<file path="src/rtl/nbs_pkg.sv">
package nbs_pkg;

   localparam logic [7:0] OP_PAGE_LOAD  = 8'h13;
   localparam logic [7:0] OP_CACHE_READ = 8'h03;
   localparam logic [7:0] SPARE_COL_HI  = 8'h08;
   localparam logic [7:0] SPARE_COL_LO  = 8'h00;
   localparam logic [7:0] PAD_BYTE      = 8'h00;
   localparam logic [7:0] ERASED_BYTE   = 8'hFF;

   localparam int LOAD_BYTES     = 4;
   localparam int READ_HDR_BYTES = 4;
   localparam int ROW_W          = 16;

   typedef enum logic [2:0] {
      SQ_LOAD,
      SQ_POLL,
      SQ_READ,
      SQ_EVAL,
      SQ_DONE,
      SQ_FAIL
   } seq_state_t;

   typedef enum logic [1:0] {
      ERR_NONE  = 2'd0,
      ERR_XFER  = 2'd1,
      ERR_STUCK = 2'd2
   } scan_err_t;

endpackage

</file>
<file path="src/rtl/nbs_cmd_seq.sv">
module nbs_cmd_seq
   import nbs_pkg::*;
#(
   parameter int NUM_BLOCKS = 1024,
   parameter int BLK_W      = 10,
   parameter int PAGE_SHIFT = 6,
   parameter int SPARE_LEN  = 16,
   localparam int CAP_W     = $clog2(SPARE_LEN)
) (
   input  logic             clk,
   input  logic             rst_n,
   output logic             tx_valid,
   output logic [7:0]       tx_byte,
   output logic             tx_end,
   input  logic             byte_done,
   input  logic [7:0]       rx_byte,
   input  logic             xfer_err,
   output logic             poll_req,
   input  logic             poll_done,
   input  logic             poll_stuck,
   output logic             cap_valid,
   output logic [CAP_W-1:0] cap_idx,
   output logic [7:0]       cap_byte,
   output logic             eval_go,
   output logic [BLK_W-1:0] eval_blk,
   output logic             scan_done,
   output logic             scan_err,
   output logic [1:0]       err_code
);

   localparam int READ_BYTES = READ_HDR_BYTES + SPARE_LEN;
   localparam int IDX_W      = $clog2(READ_BYTES + 1);
   localparam logic [IDX_W-1:0] LOAD_LAST = IDX_W'(LOAD_BYTES - 1);
   localparam logic [IDX_W-1:0] READ_LAST = IDX_W'(READ_BYTES - 1);
   localparam logic [IDX_W-1:0] HDR_N     = IDX_W'(READ_HDR_BYTES);
   localparam logic [BLK_W-1:0] BLK_LAST  = BLK_W'(NUM_BLOCKS - 1);

   seq_state_t        state;
   scan_err_t         err_q;
   logic [IDX_W-1:0]  idx;
   logic [BLK_W-1:0]  blk;
   logic [ROW_W-1:0]  row;

   assign row = ROW_W'(blk) << PAGE_SHIFT;

   // byte selection for the two transactions
   always_comb begin
      tx_valid = 1'b0;
      tx_byte  = PAD_BYTE;
      tx_end   = 1'b0;
      unique case (state)
         SQ_LOAD: begin
            tx_valid = 1'b1;
            tx_end   = (idx == LOAD_LAST);
            unique case (idx)
               IDX_W'(0): tx_byte = OP_PAGE_LOAD;
               IDX_W'(1): tx_byte = 8'h00;
               IDX_W'(2): tx_byte = row[15:8];
               default:   tx_byte = row[7:0];
            endcase
         end
         SQ_READ: begin
            tx_valid = 1'b1;
            tx_end   = (idx == READ_LAST);
            unique case (idx)
               IDX_W'(0): tx_byte = OP_CACHE_READ;
               IDX_W'(1): tx_byte = SPARE_COL_HI;
               IDX_W'(2): tx_byte = SPARE_COL_LO;
               default:   tx_byte = PAD_BYTE;
            endcase
         end
         default: ;
      endcase
   end

   assign poll_req  = (state == SQ_POLL);
   assign cap_valid = (state == SQ_READ) && byte_done && !xfer_err && (idx >= HDR_N);
   assign cap_idx   = CAP_W'(idx - HDR_N);
   assign cap_byte  = rx_byte;
   assign eval_go   = (state == SQ_EVAL);
   assign eval_blk  = blk;
   assign scan_done = (state == SQ_DONE);
   assign scan_err  = (state == SQ_FAIL);
   assign err_code  = err_q;

   always_ff @(posedge clk or negedge rst_n) begin
      if (!rst_n) begin
         state <= SQ_LOAD;
         err_q <= ERR_NONE;
         idx   <= '0;
         blk   <= '0;
      end else begin
         unique case (state)
            SQ_LOAD, SQ_READ: begin
               if (byte_done) begin
                  if (xfer_err) begin
                     state <= SQ_FAIL;
                     err_q <= ERR_XFER;
                  end else if (tx_end) begin
                     idx   <= '0;
                     state <= (state == SQ_LOAD) ? SQ_POLL : SQ_EVAL;
                  end else begin
                     idx <= idx + 1'b1;
                  end
               end
            end
            SQ_POLL: begin
               if (poll_done) begin
                  if (poll_stuck) begin
                     state <= SQ_FAIL;
                     err_q <= ERR_STUCK;
                  end else begin
                     state <= SQ_READ;
                  end
               end
            end
            SQ_EVAL: begin
               if (blk == BLK_LAST) begin
                  state <= SQ_DONE;
               end else begin
                  blk   <= blk + 1'b1;
                  state <= SQ_LOAD;
               end
            end
            default: ;
         endcase
      end
   end

endmodule

</file>
<file path="src/rtl/nbs_mark_eval.sv">
module nbs_mark_eval
   import nbs_pkg::*;
#(
   parameter int          SPARE_LEN     = 16,
   parameter int          FACT_OFF      = 0,
   parameter int          SIG_OFF       = 8,
   parameter logic [31:0] SIG_VAL       = 32'hDEAD_BEEF,
   parameter bit          SIG_LSB_FIRST = 1'b1,
   localparam int         CAP_W         = $clog2(SPARE_LEN)
) (
   input  logic             clk,
   input  logic             rst_n,
   input  logic             cap_valid,
   input  logic [CAP_W-1:0] cap_idx,
   input  logic [7:0]       cap_byte,
   input  logic             clr,
   output logic             blk_bad
);

   localparam int SIG_BYTES = 4;

   logic        fact_bad;
   logic [31:0] sig_q;
   logic [31:0] sig_seen;

   always_ff @(posedge clk or negedge rst_n) begin
      if (!rst_n) begin
         fact_bad <= 1'b0;
         sig_q    <= '0;
      end else if (clr) begin
         fact_bad <= 1'b0;
         sig_q    <= '0;
      end else if (cap_valid) begin
         if (cap_idx == CAP_W'(FACT_OFF))
            fact_bad <= (cap_byte != ERASED_BYTE);
         for (int k = 0; k < SIG_BYTES; k++) begin
            if (cap_idx == CAP_W'(SIG_OFF + k))
               sig_q[8*k +: 8] <= cap_byte;
         end
      end
   end

   // byte order of the signature on the wire
   generate
      if (SIG_LSB_FIRST) begin : g_lsb_first
         assign sig_seen = sig_q;
      end else begin : g_msb_first
         assign sig_seen = {sig_q[7:0], sig_q[15:8], sig_q[23:16], sig_q[31:24]};
      end
   endgenerate

   assign blk_bad = fact_bad | (sig_seen == SIG_VAL);

endmodule

</file>
<file path="src/rtl/nbs_bad_map.sv">
module nbs_bad_map #(
   parameter int  NUM_BLOCKS = 1024,
   parameter int  BLK_W      = 10,
   localparam int CNT_W      = BLK_W + 1
) (
   input  logic             clk,
   input  logic             rst_n,
   input  logic             wr_en,
   input  logic [BLK_W-1:0] wr_idx,
   input  logic             wr_bad,
   input  logic [BLK_W-1:0] lk_idx,
   output logic             lk_bad,
   output logic [CNT_W-1:0] bad_count
);

   logic [NUM_BLOCKS-1:0] map_q;

   always_ff @(posedge clk or negedge rst_n) begin
      if (!rst_n) begin
         map_q     <= '0;
         bad_count <= '0;
      end else if (wr_en) begin
         map_q[wr_idx] <= wr_bad;
         bad_count     <= bad_count + CNT_W'(wr_bad);
      end
   end

   always_ff @(posedge clk or negedge rst_n) begin
      if (!rst_n)
         lk_bad <= 1'b0;
      else
         lk_bad <= (32'(lk_idx) < NUM_BLOCKS) ? map_q[lk_idx] : 1'b0;
   end

endmodule

</file>
<file path="src/rtl/nbs_scan_top.sv">
module nbs_scan_top
   import nbs_pkg::*;
#(
   parameter int  NUM_BLOCKS = 1024,
   parameter int  PAGE_SHIFT = 6,
   parameter int  SPARE_LEN  = 16,
   parameter int  SIG_OFF    = 8,
   localparam int BLK_W      = $clog2(NUM_BLOCKS),
   localparam int CNT_W      = BLK_W + 1,
   localparam int CAP_W      = $clog2(SPARE_LEN)
) (
   input  logic             clk,
   input  logic             rst_n,
   output logic             tx_valid,
   output logic [7:0]       tx_byte,
   output logic             tx_end,
   input  logic             byte_done,
   input  logic [7:0]       rx_byte,
   input  logic             xfer_err,
   output logic             poll_req,
   input  logic             poll_done,
   input  logic             poll_stuck,
   input  logic [BLK_W-1:0] lk_idx,
   output logic             lk_bad,
   output logic [CNT_W-1:0] bad_count,
   output logic             scan_done,
   output logic             scan_err,
   output logic [1:0]       err_code
);

   generate
      if (BLK_W + PAGE_SHIFT > ROW_W) begin : g_row_too_wide
         $error("block index and page shift exceed the row address");
      end
      if (SIG_OFF + 4 > SPARE_LEN) begin : g_sig_outside
         $error("signature lies outside the captured spare bytes");
      end
      if (NUM_BLOCKS < 2) begin : g_too_few
         $error("at least two blocks required");
      end
   endgenerate

   logic             cap_valid;
   logic [CAP_W-1:0] cap_idx;
   logic [7:0]       cap_byte;
   logic             eval_go;
   logic [BLK_W-1:0] eval_blk;
   logic             blk_bad;

   nbs_cmd_seq #(
      .NUM_BLOCKS (NUM_BLOCKS),
      .BLK_W      (BLK_W),
      .PAGE_SHIFT (PAGE_SHIFT),
      .SPARE_LEN  (SPARE_LEN)
   ) u_seq (
      .clk        (clk),
      .rst_n      (rst_n),
      .tx_valid   (tx_valid),
      .tx_byte    (tx_byte),
      .tx_end     (tx_end),
      .byte_done  (byte_done),
      .rx_byte    (rx_byte),
      .xfer_err   (xfer_err),
      .poll_req   (poll_req),
      .poll_done  (poll_done),
      .poll_stuck (poll_stuck),
      .cap_valid  (cap_valid),
      .cap_idx    (cap_idx),
      .cap_byte   (cap_byte),
      .eval_go    (eval_go),
      .eval_blk   (eval_blk),
      .scan_done  (scan_done),
      .scan_err   (scan_err),
      .err_code   (err_code)
   );

   nbs_mark_eval #(
      .SPARE_LEN     (SPARE_LEN),
      .FACT_OFF      (0),
      .SIG_OFF       (SIG_OFF),
      .SIG_VAL       (32'hDEAD_BEEF),
      .SIG_LSB_FIRST (1'b1)
   ) u_eval (
      .clk       (clk),
      .rst_n     (rst_n),
      .cap_valid (cap_valid),
      .cap_idx   (cap_idx),
      .cap_byte  (cap_byte),
      .clr       (eval_go),
      .blk_bad   (blk_bad)
   );

   nbs_bad_map #(
      .NUM_BLOCKS (NUM_BLOCKS),
      .BLK_W      (BLK_W)
   ) u_map (
      .clk       (clk),
      .rst_n     (rst_n),
      .wr_en     (eval_go),
      .wr_idx    (eval_blk),
      .wr_bad    (blk_bad),
      .lk_idx    (lk_idx),
      .lk_bad    (lk_bad),
      .bad_count (bad_count)
   );

endmodule

</file>
<file path="config.mk">
export PLATFORM = sky130hd
export DESIGN_NAME = nbs_scan_top
export DESIGN_NICKNAME = d
export VERILOG_FILES = /design/src/rtl/nbs_pkg.sv /design/src/rtl/nbs_cmd_seq.sv /design/src/rtl/nbs_mark_eval.sv /design/src/rtl/nbs_bad_map.sv /design/src/rtl/nbs_scan_top.sv
export SDC_FILE = /design/constraint.sdc
export NUM_CORES = 2
export LEC_CHECK = 0
export BUFFER_PORTS_ARGS = -buffer_cell sky130_fd_sc_hd__buf_2
export CAP_MARGIN = 20
export CORE_AREA = 3 3 419 421
export CTS_BUF_LIST = sky130_fd_sc_hd__clkbuf_8
export DETAILED_ROUTE_END_ITERATION = 7
export DIE_AREA = 0 0 422 424
export SETUP_SLACK_MARGIN = 0.1
export SYNTH_ARGS = -nofsm -noshare
export SYNTH_HDL_FRONTEND = slang
export SYNTH_SLANG_ARGS = --single-unit
</file>
<file path="constraint.sdc">
create_clock -name clk -period 3.2 [get_ports clk]
set_clock_uncertainty 0.1 [all_clocks]
set_input_delay 0.16 -clock clk [delete_from_list [all_inputs] [get_ports clk]]
set_output_delay 0.16 -clock clk [all_outputs]
set_load 0.03 [all_outputs]
</file>
==> impl_summary.md <==
Power
The cell-internal power is ~22 mW. The share of total power consumed by net switching is 0.2893. The reported net switching power is 8.803 mW. VDD sags by at most 0.5234 mV. The share of power burned in the clock network is 0.425. The analysis attributes to cell leakage a power of roughly 25 nW. The power density over the cells is slightly above 500 mW/mm². The fraction of power consumed by combinational cells is 0.117.

The power share of the sequential group is 0.457.

Worst setup path
The critical path is of the reg -> reg type. Data on the critical path is required at its endpoint by approximately 3.9 ns. The cell class contributing the biggest share of worst-path delay is compound AO/OA/AOI/OAI gates. Data arrives at the worst endpoint at approximately 3.6 ns. The critical path goes through mux4_2 > a22oi_1 > nand2_1 > o311ai_0 > buf_4 > a21oi_1 > o21ai_0 > buf_4 > a21o_1 > o2111ai_1. In this run the worst path has a maximum fanout of 2. In this run the register-to-register setup slack is roughly 0.27 ns. The standard cell with the maximum stage delay on the critical path is sky130_fd_sc_hd__o311ai_0. The sort of element at the start of the critical path is a flop. The stage delay of the slowest cell on the critical path is about 0.73 ns.

The count of buffering cells on the critical path with inverters included is 2. The worst setup path is captured at a flop. The dominant cell type by count on the critical path is sky130_fd_sc_hd__buf_4.

Logic synthesis
The biggest area contributor in the post-synthesis netlist is sky130_fd_sc_hd__dfrtp_1. The mean instance size in the synthesized netlist is approximately 11 µm². Of the post-synthesis cell area, the dominant cell type holds 0.5299. The post-synthesis cell type count is 66. The number of synthesized flops with an enable pin is 0. The mapped netlist covers about 0.051 mm². The Yosys step of the flow raised 0 warnings.

The flip-flop and latch count after synthesis is 1089. By area the synthesized netlist is led by sky130_fd_sc_hd__dfrtp_1, sky130_fd_sc_hd__a31oi_1, sky130_fd_sc_hd__mux4_2. The synthesized netlist cell count is around 4800. The predominant post-synthesis flop cell is sky130_fd_sc_hd__dfrtp_1. The share of the yosys chip area belonging to registers is 0.5299. In the synthesized netlist the async set-or-reset flop fraction comes to 1.000. The number of nets in the synthesized netlist is slightly below 5000.

Global routing
The global route total overflow is 0. Across every metal layer, demand over resource in global routing totals 0.1863. The initial antenna violation count is 4.

The via count of the first global-routing pass is between 30000 and 40000. The wire length of the first global-routing pass is between 200000 and 300000 µm. Entering global routing, the biggest net connects 197 pins.

CTS
After clock tree synthesis, the setup repair step added 0 buffers. TritonCTS built the clock tree. After clock tree synthesis, the clock-pin slew on the worst setup and hold paths is roughly 0.06 ns. The clock tree root driver cell is sky130_fd_sc_hd__clkbuf_8. CTS built an H-tree with a depth of 4. The total clock sinks is approximately 1100. The deepest clock path buffer count is 3. The insertion delay of the later-clocked pin in the worst-skew pair is a little under 0.9 ns. The number of buffers created by CTS is ~190.

Floorplan
From bottom edge to top edge, the die measures between 400 and 500 µm. The die footprint is about 0.18 mm². The initial core utilization is 0.2995. From left edge to right edge, the die measures approximately 420 µm. In this run the count of I/O pins placed on the die edge is 51. After floorplanning, the core was divided into between 150 and 200 placement rows. The core region is approximately 0.17 mm².

Drt
The remaining number of nets flagged by the antenna check after routing is 0. Summed over all layers, the routed wires come to 170800 µm. Detailed routing inserted a total of 41610 vias. The violation count after the first detailed-route iteration is 5518. The residual DRC count is 0.

Using the TritonRoute via totals, the vias-per-cell ratio works out to 5.815. The first-pass iteration count of the detailed router is 6. In the final routed layout, each cell accounts on average for roughly 24 µm.

Layout
The fraction of final layout cells with drive strength greater than 1 is 0.1871. Fill cells in the final layout number ~17000. The number of standard cells in the layout, taps in and fillers out is roughly 7200.

In the final design database the tool counted 4737 nets. Relative to the synthesized area, the layout overhead comes to 16.64%.

Timing
The routed design could run at a clock period as short as between 2 and 3 ns. The final worst hold slack is 0.09547 ns. The highest clock frequency the design can meet is 341.8 MHz. The share of the clock period used by the worst path after layout is 0.9144. The headroom to the max-slew limit is 0.3341. The number of endpoints failing setup at the final stage is 0.

Setup repair after global routing left no endpoint under its margin. The count of pins over their slew limit is 0. The count of endpoints failing hold in the final timing report is 0. At the pin with the least slew margin, the transition time is 0.9988 ns.

Placed design
The wire-length estimate of the detail-placed layout is about 99000 µm. During placement, the flow inserted port buffers numbering 50. After detailed placement, the design holds a cell count of ~6800.

The congestion estimate from routability-driven global placement came to a little over 0.8.

Run status
The flow ran to the end, and the final reports show no timing, DRC or antenna violations.

Min path
The path type of the worst min-delay path is in -> reg.

Job
The tool flagged a number of max-cap violations equal to 0.
state kept, by name, indices dropped and copies added, names as in the netlist:
signal,flops
u_eval.sig_q,32
u_seq.state,3
u_map.lk_bad,1
u_seq.eval_blk,10
u_map.bad_count,11
u_seq.err_code,2
u_eval.fact_bad,1
u_seq.idx,5
u_map.map_q,1024
power by group through the flow:
| stage | clock [mW] | sequential (mW) | combinational, mW |
|---|---|---|---|
| after floorplan | 0 | 14.2 | 2.11 |
| after global placement | 0 | 14.2 | 3.48 |
| after detailed placement | 0 | 14.2 | 3.49 |
| after CTS | 13.2 | 13.9 | 3.55 |
| after global routing | 13.8 | 13.9 | 3.82 |
| final | 12.9 | 13.9 | 3.57 |
per-stage QoR:
stage / power, mW / TNS (ns) / instance area [µm²] / util / worst slack [ns]
after floorplan: 16.29 / 0 / 51430 / - / 0.4676
after CTS: 30.66 / 0 / 59980 / 0.3492 / 0.2053
after global routing: 31.57 / 0 / 59990 / 0.3493 / 0.1117
final: 30.42 / 0 / 59990 / 0.3493 / 0.2740
after detailed placement: 17.65 / -0.04708 / 55790 / 0.3248 / -0.04708
after global placement: 17.64 / -0.07402 / 55790 / 0.3248 / -0.07402
layout make-up:
cell class | count | area [µm²] | area share
sequential | 1089 | 27250 | 0.4543
clock inverter | 86 | 504.2 | 0.008405
tap | 2310 | 2890 | 0.04818
clock buffer | 241 | 3317 | 0.05529
inverter | 19 | 71.32 | 0.001189
timing repair buffer | 343 | 3936 | 0.06562
antenna | 2 | 5.005 | 0.00008343
multi-input combinational | 3065 | 22010 | 0.3670
final timing paths:
kind,startpoint,endpoint,cells past startpoint
max,u_map.map_q[463],u_map.lk_bad,10
min reg2reg,u_map.bad_count[10],u_map.bad_count[10],1
max reg2reg,u_map.map_q[463],u_map.lk_bad,10
min in group asynchronous,rst_n,u_map.map_q[964],4
max in group asynchronous,rst_n,u_map.map_q[847],5
min,xfer_err,u_seq.state[2],4
metal layers:
metal / GRT usage / vias up / share of wire
met4: 0.07260 / 2 / 0.035
met3: 0.02991 / 325 / 0.077
met1: 0.2601 / 21000 / 0.43
met2: 0.2906 / 2045 / 0.46
met5: 0 / - / 0.000076
li1: - / 18240 / -
synthesized netlist by cell type (all sizes together), types with 4 or more instances:
master   number
buf          69
or2           5
a211oi       14
o31ai         6
a2111oi       4
nor3         14
xnor2        14
ha           10
a22oi        16
a21oi      1078
nand4        10
a22o          4
a41oi         4
mux2          5
mux2i        78
nand4b        6
nor2        204
inv          19
dfrtp      1089
o21ai        34
nand3        78
a221oi        7
nor2b        18
nand2b       10
o221ai       20
nor4          4
and2          6
nand2       130
and3          8
mux4        247
or3           7
o22ai        13
o311ai        6
a31oi       968
clkbuf      556
cell usage in the layout (no fill, tap or decap), drive strengths merged, types with 85 or more instances in the layout:
cell    count
dfrtp    1089
a21oi    1078
clkbuf    241
mux4      247
inv        85
a31oi     968
nand2     130
nor2      204
buf       309
cells by family after synthesis:
group | Yosys count | synth area share
AO/OA/AOI/OAI | 2196 | 0.2442
XOR/XNOR | 17 | 0.002895
adder cells (fa/ha/maj) | 10 | 0.002433
buffers and inverters | 644 | 0.05155
flip-flops | 1089 | 0.5299
multiplexers | 330 | 0.1244
AND/OR/NAND/NOR | 512 | 0.04462
repair_timing:
item / 4_1_cts / 5_1_grt
setup endpoints to repair: 0 / 3
gates resized for setup: 0 / 2
endpoints found under the hold margin: 1133 / 0
hold buffers: 35 / 0
worst min-delay path, cell delays in order:
cell                            delay (ns)
sky130_fd_sc_hd__dlygate4sd3_1        0.51
sky130_fd_sc_hd__buf_2                0.16
sky130_fd_sc_hd__a221oi_1             0.10
sky130_fd_sc_hd__o21bai_1             0.11
(Power assumes the default switching activity.)
